===== src/rtl/stage_chain_pkg.sv =====
package stage_chain_pkg;

  localparam int FLAGS_W  = 32;
  localparam int FIELD_W  = 8;
  localparam int CODE_W   = 3;
  localparam int MAX_CODE = 4;

  typedef enum logic [CODE_W-1:0] {
    ROLE_IDLE  = 3'd0,
    ROLE_SRC_A = 3'd1,
    ROLE_SRC_B = 3'd2,
    ROLE_DST_A = 3'd3,
    ROLE_DST_B = 3'd4
  } role_e;

  typedef enum logic [CODE_W-1:0] {
    FIRE_OFF   = 3'd0,
    FIRE_FRAG  = 3'd1,
    FIRE_BLOCK = 3'd2,
    FIRE_XFER  = 3'd3,
    FIRE_LIST  = 3'd4
  } fire_e;

  // Field order is fixed: the descriptor decoder reads role at [31:24].
  typedef struct packed {
    logic [FIELD_W-1:0] role;
    logic [FIELD_W-1:0] fire;
    logic [FIELD_W-1:0] req;
    logic [FIELD_W-1:0] irq;
  } flags_t;

  function automatic logic [FLAGS_W-1:0] pack_flags(
    input logic [FIELD_W-1:0] role,
    input logic [FIELD_W-1:0] fire,
    input logic [FIELD_W-1:0] req,
    input logic [FIELD_W-1:0] irq
  );
    flags_t w;
    w.role = role;
    w.fire = fire;
    w.req  = req;
    w.irq  = irq;
    return w;
  endfunction

  function automatic flags_t unpack_flags(input logic [FLAGS_W-1:0] word);
    return flags_t'(word);
  endfunction

  function automatic logic code_ok(input logic [FIELD_W-1:0] code);
    return code <= FIELD_W'(MAX_CODE);
  endfunction

endpackage


===== src/rtl/stage_chain_cfg.sv =====
module stage_chain_cfg
  import stage_chain_pkg::*;
#(
  parameter int NCH  = 8,
  parameter int CH_W = $clog2(NCH)
) (
  input  logic                          clk,
  input  logic                          rst_n,
  input  logic                          wr_en,
  input  logic [CH_W-1:0]               wr_sel,
  input  logic [FLAGS_W-1:0]            wr_flags,
  output logic [NCH-1:0][CODE_W-1:0]    role_q,
  output logic [NCH-1:0][CODE_W-1:0]    fire_q,
  output logic                          bad_wr
);

  flags_t                       fl;
  logic                         sel_ok;
  logic                         role_ok;
  logic                         fire_ok;
  logic                         upd;
  logic [NCH-1:0][CODE_W-1:0]   role_d;
  logic [NCH-1:0][CODE_W-1:0]   fire_d;

  assign fl      = unpack_flags(wr_flags);
  assign sel_ok  = int'(wr_sel) < NCH;
  assign role_ok = code_ok(fl.role);
  assign fire_ok = code_ok(fl.fire);
  assign upd     = wr_en && sel_ok;
  assign bad_wr  = upd && !(role_ok && fire_ok);

  // Out-of-range codes are stored as 0 so later decode never sees them.
  always_comb begin
    role_d = role_q;
    fire_d = fire_q;
    if (upd) begin
      role_d[wr_sel] = role_ok ? fl.role[CODE_W-1:0] : ROLE_IDLE;
      fire_d[wr_sel] = fire_ok ? fl.fire[CODE_W-1:0] : FIRE_OFF;
    end
  end

  always_ff @(posedge clk or negedge rst_n) begin
    if (!rst_n) begin
      role_q <= '0;
      fire_q <= '0;
    end else if (upd) begin
      role_q <= role_d;
      fire_q <= fire_d;
    end
  end

endmodule


===== src/rtl/stage_chain_group.sv =====
module stage_chain_group
  import stage_chain_pkg::*;
#(
  parameter int                NCH      = 8,
  parameter int                CH_W     = $clog2(NCH),
  parameter logic [CODE_W-1:0] SRC_CODE = 3'd1,
  parameter logic [CODE_W-1:0] DST_CODE = 3'd3
) (
  input  logic [NCH-1:0][CODE_W-1:0] role_q,
  input  logic [NCH-1:0][CODE_W-1:0] fire_q,
  input  logic [NCH-1:0]             frag_done,
  input  logic [NCH-1:0]             blk_done,
  input  logic [NCH-1:0]             xfer_done,
  input  logic [NCH-1:0]             list_done,
  output logic [NCH-1:0]             start_d,
  output logic                       dup
);

  logic [NCH-1:0] src_m;
  logic [NCH-1:0] dst_m;
  logic [CH_W-1:0] src_idx;
  logic [CH_W-1:0] dst_idx;
  logic            evt;

  for (genvar i = 0; i < NCH; i++) begin : g_match
    assign src_m[i] = role_q[i] == SRC_CODE;
    assign dst_m[i] = role_q[i] == DST_CODE;
  end

  // Lowest-numbered claimant wins: scan downward so the last hit is lowest.
  always_comb begin
    src_idx = '0;
    dst_idx = '0;
    for (int i = NCH - 1; i >= 0; i--) begin
      if (src_m[i]) src_idx = CH_W'(i);
      if (dst_m[i]) dst_idx = CH_W'(i);
    end
  end

  always_comb begin
    case (fire_q[src_idx])
      FIRE_FRAG:  evt = frag_done[src_idx];
      FIRE_BLOCK: evt = blk_done[src_idx];
      FIRE_XFER:  evt = xfer_done[src_idx];
      FIRE_LIST:  evt = list_done[src_idx];
      default:    evt = 1'b0;
    endcase
  end

  assign start_d = (|src_m && |dst_m && evt) ? (NCH'(1) << dst_idx) : '0;
  assign dup     = ($countones(src_m) > 1) || ($countones(dst_m) > 1);

endmodule


===== src/rtl/stage_chain_router.sv =====
module stage_chain_router
  import stage_chain_pkg::*;
#(
  parameter int NCH  = 8,
  parameter int CH_W = $clog2(NCH)
) (
  input  logic               clk,
  input  logic               rst_n,
  input  logic               cfg_we,
  input  logic [CH_W-1:0]    cfg_sel,
  input  logic [FLAGS_W-1:0] cfg_flags,
  input  logic [NCH-1:0]     frag_done,
  input  logic [NCH-1:0]     blk_done,
  input  logic [NCH-1:0]     xfer_done,
  input  logic [NCH-1:0]     list_done,
  output logic [NCH-1:0]     stage_start,
  output logic               cfg_err
);

  localparam int NGRP = 2;

  logic [NCH-1:0][CODE_W-1:0] role_q;
  logic [NCH-1:0][CODE_W-1:0] fire_q;
  logic                       bad_wr;
  logic [NGRP-1:0][NCH-1:0]   grp_start;
  logic [NGRP-1:0]            grp_dup;
  logic [NCH-1:0]             start_d;
  logic                       err_d;

  stage_chain_cfg #(.NCH(NCH), .CH_W(CH_W)) u_cfg (
    .clk      (clk),
    .rst_n    (rst_n),
    .wr_en    (cfg_we),
    .wr_sel   (cfg_sel),
    .wr_flags (cfg_flags),
    .role_q   (role_q),
    .fire_q   (fire_q),
    .bad_wr   (bad_wr)
  );

  for (genvar g = 0; g < NGRP; g++) begin : g_grp
    stage_chain_group #(
      .NCH      (NCH),
      .CH_W     (CH_W),
      .SRC_CODE (CODE_W'(ROLE_SRC_A + g)),
      .DST_CODE (CODE_W'(ROLE_DST_A + g))
    ) u_grp (
      .role_q    (role_q),
      .fire_q    (fire_q),
      .frag_done (frag_done),
      .blk_done  (blk_done),
      .xfer_done (xfer_done),
      .list_done (list_done),
      .start_d   (grp_start[g]),
      .dup       (grp_dup[g])
    );
  end

  always_comb begin
    start_d = '0;
    for (int g = 0; g < NGRP; g++) start_d = start_d | grp_start[g];
    err_d = cfg_err | bad_wr | (|grp_dup);
  end

  always_ff @(posedge clk or negedge rst_n) begin
    if (!rst_n) begin
      stage_start <= '0;
      cfg_err     <= 1'b0;
    end else begin
      stage_start <= start_d;
      cfg_err     <= err_d;
    end
  end

endmodule



===== config.mk =====
export PLATFORM = sky130hd
export DESIGN_NAME = stage_chain_router
export DESIGN_NICKNAME = d
export VERILOG_FILES = /design/src/rtl/stage_chain_pkg.sv /design/src/rtl/stage_chain_cfg.sv /design/src/rtl/stage_chain_group.sv /design/src/rtl/stage_chain_router.sv
export SDC_FILE = /design/constraint.sdc
export NUM_CORES = 1
export LEC_CHECK = 0
export BUFFER_PORTS_ARGS = -buffer_cell sky130_fd_sc_hd__buf_2
export CORE_ASPECT_RATIO = 1.2
export CORE_MARGIN = 2
export CORE_UTILIZATION = 45
export CTS_CLUSTER_SIZE = 24
export DETAILED_ROUTE_END_ITERATION = 10
export PLACE_DENSITY = 0.7
export SYNTH_ARGS = -nofsm -noshare
export SYNTH_HDL_FRONTEND = slang
export SYNTH_SLANG_ARGS = --single-unit

===== constraint.sdc =====
create_clock -name clk -period 3.4 [get_ports clk]
set_input_delay 0.34 -clock clk [delete_from_list [all_inputs] [get_ports clk]]
set_output_delay 0.34 -clock clk [all_outputs]
set_load 0.02 [all_outputs]

==> out/metrics.yaml, run 1 <==
outcome:
  status: "completed"
clock_tree:
  clock_latency_ps: 330
  clkTransAtPathRegs_ps: 60
  cts-root-buf: "clkbuf_16"
  clockBufferDepth: 2
  hold_buffers: 0
  cts_tree: "done"
  clock-sinks: 57
  cts_buffers: 9
  htree_levels: 3
timing:
  slew_headroom_pct: 57.4
  finalMaxSlewViolations: 0
  setup-tns-final_ps: 0
  fmax_ghz: 0.299
  worstMarginPinSlew_ps: 639
  final.setup_skew_ps: 8.13
  hold_violations: 0
  layout_min_cycle_time_ps: 3340
  fin_crit_sh_pct: 98.2
  setup_viol: 0
  rsz0062_at_grt: "yes"
  whs_ps: 25.3
synth:
  synth.distinct_cells: 77
  ys_top_cells_by_area: "dfrtp_1 (27%), ha_1 (8.7%), nand2_1 (7.5%)"
  synth.top_cell.area_share_pct: 26.9
  synth.ff_latch_count: 57
  yosys.area.top_type: "dfrtp_1"
  ys_seq_area_share_pct: 26.9
  synth_edf_count: 0
  ys.flop_type: "dfrtp_1"
  syn-mean-instance-area_um2: 8.22
  syn_nets: 768
  synthArstFlopShare_pct: 100
  synthCells: 645
  yosys_warnings: 0
  syn_area_um2: 5300
power_and_ir_drop:
  peakVddDrop_mv: 0.330
  total_leakage_power_uw: 0.00328
  power_density_nw_per_um2: 279
  totalPowerFinal_uw: 1860
die:
  die_w_um: 103
  design.core.area_um2: 11500
  die_area_um2: 12700
  start_util_pct: 46.1
  io-pin-count: 79
  dieHeight_um: 123
  num_rows: 43
place:
  portBuffers: 62
  gp_congestion: 0.914
  dp_hpwl_um: 13100
  placed_area_um2: 6160
global_routing:
  grt_antenna_before_repair: 0
  grt_busiest_layer: "met2"
  grt_pass1_wl_um: 25900
  met3_usage_pct: 3.84
  gr-usage-met1_pct: 32.4
  grtUsageTotal_pct: 27.0
  grtUsageMet2_pct: 46.9
  grt_max_degree: 31
  grt_pass1_vias: 5159
  grt_overflow_total: 0
route:
  routedWlPerCell_um: 17.7
  drt_iter0_markers: 254
  viasPerCell: 5.67
  remaining_drc_errors: 0
  vias: 5266
  routed_wl_um: 16400
  firstDrtPassIters: 8
  drtAntennaViolNets: 0
setup_path:
  end_kind: "flop"
  reg2reg_depth: 11
  crit_fanout: 3
  crit_required_ps: 3620
  cp-start-kind: "flop"
  worst-setup-path-type: "flop to flop"
  cp.arrival_ps: 3560
min_path:
  hold_class: "primary input to async pin"
cells_and_area:
  antenna_cells: 0
  layout_common_cells: "nand2_1 (106), o21ai_0 (69), buf_4 (67)"
  final_common_cell: "nand2_1"
  final_nets: 889
  drive_gt1_share_pct: 28.5
  fin_area_um2: 6670
  area_delta_synth_final_pct: 25.7
run:
  maxCapViolCount: 0
[flip-flops by register name, indices dropped and copies added, names as in the netlist]
| register | count |
|---|---|
| cfg_err | 1 |
| stage_start | 8 |
| u_cfg.role_q | 24 |
| u_cfg.fire_q | 24 |
[metrics by stage]
| step | util (%) | worst slack (ps) | std cells |
|---|---|---|---|
| 3_3_place_gp | 53.5 | -92.4 | 903 |
| 2_1_floorplan | - | 10.9 | 645 |
| 3_5_place_dp | 53.5 | -141 | 903 |
| 5_1_grt | 57.9 | -71.1 | 928 |
| 6_report | 57.9 | 59.7 | 928 |
| 4_1_cts | 56.9 | 2.57 | 922 |
[cells in the mapped netlist (13+ instances only)]
cell	count
a21oi_1	16
fa_1	16
mux2i_1	13
o22ai_1	19
nand3_1	31
o21ai_0	69
inv_1	53
ha_1	37
nor2_1	35
dfrtp_1	57
nand2_1	106
[timing repair]
item	CTS	global route
resized for setup	17	22
endpoints found under the setup margin	4	9
gates cloned	0	0
pin swaps	9	10
buffers inserted	3	6
[where the power goes]
group / internal [uW] / switching (uW)
Clock: 591 / 328
Combinational: 106 / 143
Sequential: 684 / 6.33
Total: 1380 / 477
[critical path, stage by stage, from the launching register on]
cell and delay (ps):
dfrtp_1 400, buf_4 150, nand3b_1 290, inv_2 130
ha_2 170, fa_1 450, fa_1 530, ha_1 150
inv_1 50, fa_2 580, nand4b_1 100, a211o_1 230
[kinds of logic after synthesis]
group,Yosys count,synth area share [%]
XOR/XNOR,4,0.660
AND/OR/NAND/NOR,259,25.7
adder cells (fa/ha/maj),53,14.8
AO/OA/AOI/OAI,167,20.7
buffers and inverters,81,6.49
multiplexers,24,4.79
flip-flops,57,26.9
[final timing paths]
path / slack [ps] / end / startpoint
max: 60 / cfg_err$_DFF_PN0_ / u_cfg.role_q[8]$_DFFE_PN0P_
min: 30 / u_cfg.fire_q[16]$_DFFE_PN0P_ / rst_n
max reg2reg: 60 / cfg_err$_DFF_PN0_ / u_cfg.role_q[8]$_DFFE_PN0P_
min reg2reg: 520 / u_cfg.fire_q[8]$_DFFE_PN0P_ / u_cfg.fire_q[8]$_DFFE_PN0P_
max in group asynchronous: 2520 / u_cfg.role_q[9]$_DFFE_PN0P_ / rst_n
min in group clk: 270 / u_cfg.fire_q[20]$_DFFE_PN0P_ / cfg_flags[18]
[routing by layer]
metal,vias up,part of all wire (%)
li1,2534,-
met1,2494,40
met4,0,5.4
met3,56,5.4
met2,182,50
met5,-,0
[layout make-up]
type                    instances  area [um2]
fillers                      1051        4850
inverters                      59         226
clock buffers                  11         243
flip-flops and latches         57        1430
well taps                     157         196
repair buffers                132         856
clock inverters                 5        63.8
multi-input cells             507        3650
Note: power is estimated with default switching activity, not from simulation.
==> run 2, diff against run 1 <==
--- a/config.mk
+++ b/config.mk
@@ -6,12 +6,15 @@
 export NUM_CORES = 1
 export LEC_CHECK = 0
 export BUFFER_PORTS_ARGS = -buffer_cell sky130_fd_sc_hd__buf_2
+export CAP_MARGIN = 20
+export CELL_PAD_IN_SITES_DETAIL_PLACEMENT = 0
+export CELL_PAD_IN_SITES_GLOBAL_PLACEMENT = 2
 export CORE_ASPECT_RATIO = 1.2
 export CORE_MARGIN = 2
-export CORE_UTILIZATION = 45
+export CORE_UTILIZATION = 31
 export CTS_CLUSTER_SIZE = 24
 export DETAILED_ROUTE_END_ITERATION = 10
-export PLACE_DENSITY = 0.7
+export PLACE_DENSITY = 0.79
 export SYNTH_ARGS = -nofsm -noshare
 export SYNTH_HDL_FRONTEND = slang
 export SYNTH_SLANG_ARGS = --single-unit
==> run 2 against run 1 <==
Against the previous run: final cell count grew 7.0%; first-iteration DRC count grew 19%; highest routed layer unchanged; core utilization shrank 17 points.
==> out/metrics.yaml, run 2 (synthesized netlist as in run 1, its figures left out) <==
outcome:
  status: "completed"
place:
  dp_hpwl_um: 14500
  portBuffers: 62
  gp_congestion: 0.875
  post-place-ws_ps: -123
  placed_area_um2: 6320
cells_and_area:
  fin_area_um2: 6850
  register_area_um2: 1430
  drive_gt1_share_pct: 29.3
  nFillCells: 1689
  multi_input_comb_area_um2: 3710
  final_nets: 897
  layout_common_cells: "nand2_1 (104), buf_4 (74), o21ai_0 (69)"
  final_common_cell: "nand2_1"
  antenna_cells: 0
  final_core_util_pct: 40.8
  area_delta_synth_final_pct: 29.2
  top_regs: "u_cfg.fire_q x24, u_cfg.role_q x24, stage_start x8"
setup_path:
  cp_cell_sequence: "or3b_4 -> inv_4 -> ha_4 -> fa_1 -> fa_1 -> ha_2 -> inv_2 -> fa_1 -> nand2_1 -> nor3_2 -> nand4b_1 -> a211o_1"
  cpMostUsedCell: "fa_1"
  r2r-start: "u_cfg.role_q[0]$_DFFE_PN0P_"
  worst_path_max_delay_cell: "fa_1"
  timing.rr.end: "cfg_err$_DFF_PN0_"
  cp-start-kind: "flop"
  worst-setup-path-type: "flop to flop"
  cp.arrival_ps: 3580
  slowest_delay_ps: 530
  reg2reg_depth: 12
  rrSetupSlack_ps: 30
  end_kind: "flop"
  crit_fanout: 3
  crit_required_ps: 3610
route:
  viasPerCell: 5.19
  vias: 5154
  routed_wl_um: 17700
  firstDrtPassIters: 5
  remaining_drc_errors: 0
  drtAntennaViolNets: 0
  routedWlPerCell_um: 17.8
  drt_iter0_markers: 301
global_routing:
  grt_antenna_before_repair: 0
  grt_overflow_total: 0
  grtUsageTotal_pct: 19.9
  grt_pass1_wl_um: 27400
  grt_pass1_vias: 5078
  grt_max_degree: 30
power_and_ir_drop:
  peakVddDrop_mv: 0.170
  total_leakage_power_uw: 0.00333
  totalPowerFinal_uw: 1880
  power_density_nw_per_um2: 274
timing:
  fin_crit_sh_pct: 99.1
  slew_headroom_pct: 53.3
  finalMaxSlewViolations: 0
  setup_viol: 0
  hold_violations: 0
  worstMarginPinSlew_ps: 700
  worst_slack_ps: 31.6
  whs_ps: 57.3
  layout_min_cycle_time_ps: 3370
  final.setup_skew_ps: 6.63
  rsz0062_at_grt: "yes"
  fmax_ghz: 0.297
min_path:
  hold_class: "primary input to async pin"
clock_tree:
  clock-sinks: 57
  htree_levels: 3
  clock_latency_ps: 330
  clkTransAtPathRegs_ps: 50
  clockBufferDepth: 2
  cts_buffers: 9
  cts-root-buf: "clkbuf_16"
  cts_tree: "done"
die:
  die_w_um: 123
  io-pin-count: 79
  design.core.area_um2: 16800
  die_area_um2: 18200
  num_rows: 52
  start_util_pct: 31.6
  dieHeight_um: 147
run:
  maxCapViolCount: 0
==> run 2: critical path, delay by kind of cell, from the launching register on <==
kind            cells  cell delay (ps)
fa+ha+maj           5             1750
simple gates        4              790
flops               1              370
compound gates      1              230
buf+inv             2              120
==> run 2: metal layers <==
layer | up-vias | track usage, % | wire length (um)
li1 | 2546 | - | -
met1 | 2452 | 24.7 | 7540
met2 | 130 | 35.3 | 9000
met3 | 26 | 2.91 | 700
met4 | 0 | 5.40 | 465
met5 | - | 0 | 0
==> run 2: worst max path at each step <==
stage	slack, ps	to	cells past startpoint	startpoint
5_1_grt	-110	cfg_err$_DFF_PN0_	12	u_cfg.role_q[8]$_DFFE_PN0P_
2_1_floorplan	10	cfg_err$_DFF_PN0_	13	u_cfg.role_q[2]$_DFFE_PN0P_
3_3_place_gp	-110	cfg_err$_DFF_PN0_	14	u_cfg.role_q[2]$_DFFE_PN0P_
3_5_place_dp	-120	cfg_err$_DFF_PN0_	12	u_cfg.role_q[2]$_DFFE_PN0P_
6_report	30	cfg_err$_DFF_PN0_	12	u_cfg.role_q[0]$_DFFE_PN0P_
4_1_cts	-40	cfg_err$_DFF_PN0_	12	u_cfg.role_q[2]$_DFFE_PN0P_
==> run 2: per-stage QoR <==
step,setup TNS (ps),instances
finish,0,993
global placement,-113,973
CTS,-42.1,987
global route,-113,993
detailed placement,-163,973
floorplan,0,645
==> run 2: final cells by class <==
| type | instances | area share (%) |
|---|---|---|
| clock inverter | 4 | 1.02 |
| multi-input combinational | 507 | 54.2 |
| clock buffer | 10 | 3.34 |
| inverter | 59 | 3.27 |
| tap | 216 | 3.94 |
| timing repair buffer | 140 | 13.4 |
| sequential | 57 | 20.8 |
==> run 2: where the power goes <==
group | internal [uW] | switching, uW
combinational | 107 | 149
clock | 629 | 300
sequential | 685 | 5.94
==> run 2: what timing repair did <==
action	4_1_cts	5_1_grt
hold endpoints to repair	0	0
pin swaps	1	21
resized for setup	6	40
buffers inserted	0	6
setup endpoints to repair	2	9
hold buffers	0	0
==> run 3, diff against run 2 <==
--- a/config.mk
+++ b/config.mk
@@ -5,16 +5,17 @@
 export SDC_FILE = /design/constraint.sdc
 export NUM_CORES = 1
 export LEC_CHECK = 0
+export ABC_AREA = 1
 export BUFFER_PORTS_ARGS = -buffer_cell sky130_fd_sc_hd__buf_2
 export CAP_MARGIN = 20
 export CELL_PAD_IN_SITES_DETAIL_PLACEMENT = 0
 export CELL_PAD_IN_SITES_GLOBAL_PLACEMENT = 2
 export CORE_ASPECT_RATIO = 1.2
 export CORE_MARGIN = 2
-export CORE_UTILIZATION = 31
+export CORE_UTILIZATION = 29
 export CTS_CLUSTER_SIZE = 24
 export DETAILED_ROUTE_END_ITERATION = 10
-export PLACE_DENSITY = 0.79
+export PLACE_DENSITY = 0.8
 export SYNTH_ARGS = -nofsm -noshare
 export SYNTH_HDL_FRONTEND = slang
 export SYNTH_SLANG_ARGS = --single-unit
==> run 3 against run 2 <==
Against the previous run: global-route usage down 2.7 points; maximum frequency rose by 1.8%; register-to-register slack better by 60 ps; routed wire length shrank 8.6%; sequential cell count did not move; combinational power increased to 3.2 times the previous value; worst setup slack gained 60 ps; count of clock-buffer cells in the layout fell by 1; clock skew is essentially flat; sequential share of layout area grew 1.2 points; largest power group unchanged.
==> out/metrics.yaml, run 3 <==
cells_and_area:
  area_delta_synth_final_pct: 22.2
  antenna_cells: 0
  final_nets: 1033
  instances_no_fill: 1139
  top_regs: "u_cfg.fire_q x24, u_cfg.role_q x24, stage_start x8"
  final_common_cell: "nand2_1"
  drive_gt1_share_pct: 18.7
  layout_common_cells: "nand2_1 (228), inv_1 (142), nand3_1 (94)"
setup_path:
  crit_required_ps: 3600
  cp.arrival_ps: 3510
  worst_path_max_delay_cell: "fa_1"
  cpMostUsedCell: "fa_1"
  worst-setup-path-type: "flop to flop"
  crit_fanout: 3
  end_kind: "flop"
  cp-start-kind: "flop"
  cp_cell_sequence: "inv_1 -> nor3_1 -> buf_4 -> ha_1 -> fa_1 -> fa_1 -> ha_1 -> inv_1 -> fa_1 -> nor3b_2 -> nand4_1 -> nor4_2 -> nand2_1"
  slowest_delay_ps: 570
timing:
  slew_headroom_pct: 49.9
  layout_min_cycle_time_ps: 3310
  worstMarginPinSlew_ps: 749
  final.setup_skew_ps: 6.59
  setup_viol: 0
  finalMaxSlewViolations: 0
  fin_crit_sh_pct: 97.3
  fmax_ghz: 0.302
  whs_ps: 10.6
  rsz0062_at_grt: "yes"
  hold_violations: 0
synth:
  synth.distinct_cells: 32
  ys.flop_type: "dfrtp_1"
  synthMostInstantiatedCell: "nand2_1"
  ys_top_cells_by_area: "dfrtp_1 (27%), nand2_1 (16%), inv_1 (10%)"
  ys_seq_area_share_pct: 26.8
  syn_area_um2: 5310
  yosys.area.top_type: "dfrtp_1"
  synth.top_cell.area_share_pct: 26.8
  synth_common_cells: "nand2_1 (228), inv_1 (142), nand3_1 (97)"
  yosys_warnings: 0
  syn-mean-instance-area_um2: 6.58
  synth_edf_count: 0
  synthCells: 807
  synth.ff_latch_count: 57
  synthArstFlopShare_pct: 100
  syn_nets: 930
die:
  die_w_um: 128
  start_util_pct: 29.5
  design.core.area_um2: 18000
  io-pin-count: 79
  dieHeight_um: 152
  die_area_um2: 19400
  num_rows: 54
global_routing:
  grt_antenna_before_repair: 0
  grtUsageTotal_pct: 17.1
  grt_overflow_total: 0
  grtUsageMet2_pct: 30.7
  grt_busiest_layer: "met2"
  grt_pass1_wl_um: 26100
  grt_pass1_vias: 5023
  gr-usage-met1_pct: 21.4
  met3_usage_pct: 2.00
  grt_max_degree: 33
clock_tree:
  ctsResizeCount: 3
  clockBufferDepth: 2
  clkTransAtPathRegs_ps: 60
  cts-root-buf: "clkbuf_16"
  cts_buffers: 9
  postCtsSetupBuffers: 0
  clock-sinks: 57
  htree_levels: 3
  hold_buffers: 0
  cts_tree: "done"
  clock_latency_ps: 340
route:
  routed_wl_um: 16200
  vias: 5144
  drt_iter0_markers: 248
  remaining_drc_errors: 0
  routedWlPerCell_um: 14.2
  drtAntennaViolNets: 0
  viasPerCell: 4.52
  firstDrtPassIters: 5
place:
  dp_hpwl_um: 13100
  portBuffers: 62
  dp_cells: 1123
  gp_congestion: 0.807
min_path:
  hold_class: "primary input to async pin"
power_and_ir_drop:
  peakVddDrop_mv: 0.241
  total_leakage_power_uw: 0.00341
  totalPowerFinal_uw: 2380
  power_density_nw_per_um2: 367
run:
  maxCapViolCount: 0
outcome:
  status: "completed"
[run 3: worst max-delay path, delay by kind of cell, from the launching register on]
kind          cells  cell delay, ps
buf+inv           3             280
fa+ha+maj         5            1900
simple gates      5             610
flops             1             390
[run 3: path summary, 6_finish.rpt]
path	start	slack, ps	cells past startpoint	endpoint
setup / recovery	u_cfg.role_q[23]$_DFFE_PN0P_	90	13	cfg_err$_DFF_PN0_
hold / removal	rst_n	10	1	u_cfg.fire_q[1]$_DFFE_PN0P_
setup reg to reg	u_cfg.role_q[23]$_DFFE_PN0P_	90	13	cfg_err$_DFF_PN0_
hold reg to reg	u_cfg.fire_q[5]$_DFFE_PN0P_	480	2	u_cfg.fire_q[5]$_DFFE_PN0P_
max in group asynchronous	rst_n	2580	2	u_cfg.role_q[2]$_DFFE_PN0P_
min in group clk	cfg_we	420	3	cfg_err$_DFF_PN0_
[run 3: routing by layer]
metal  wire length, um  up-vias  share of wire [%]
met5                 0        -                  0
met4               285        0                1.8
met3               485       19                3.0
met2              8130      105                 50
met1              7280     2284                 45
li1                  -     2736                  -
[run 3: stage by stage]
step	setup WS [ps]	area (um2)	setup TNS [ps]	utilization, %
2_1_floorplan	117	5310	0	-
3_3_place_gp	-1.62	6140	-1.62	34.0
3_5_place_dp	-39.5	6140	-39.5	34.0
4_1_cts	1.37	6430	0	35.6
5_1_grt	-57.8	6490	-57.8	36.0
6_report	91.7	6490	0	36.0
[run 3: kinds of logic (layout without fill, tap and decap cells)]
| group | after synthesis | in the layout | synth area share, % |
|---|---|---|---|
| adders and majority gates | 53 | 53 | 14.7 |
| DFF | 57 | 57 | 26.8 |
| buffers and inverters | 168 | 276 | 13.0 |
| and+or+nand+nor | 435 | 435 | 36.4 |
| AOI/OAI and AO/OA | 94 | 94 | 9.09 |
[run 3: area by class of cell]
cell class	instances	area, um2
clock buffer	9	225
multi-input combinational	582	3270
fill	1969	11500
timing repair buffer	109	671
tap	224	280
inverter	151	567
sequential	57	1430
clock inverter	7	53.8
[run 3: power by group]
| part | internal [uW] | switching [uW] | leakage, uW | total, uW |
|---|---|---|---|---|
| logic | 277 | 538 | 0.00250 | 815 |
| registers | 700 | 14.4 | 0.000786 | 714 |
| clock network | 498 | 356 | 0.000129 | 854 |
| total | 1480 | 909 | 0.00341 | 2380 |
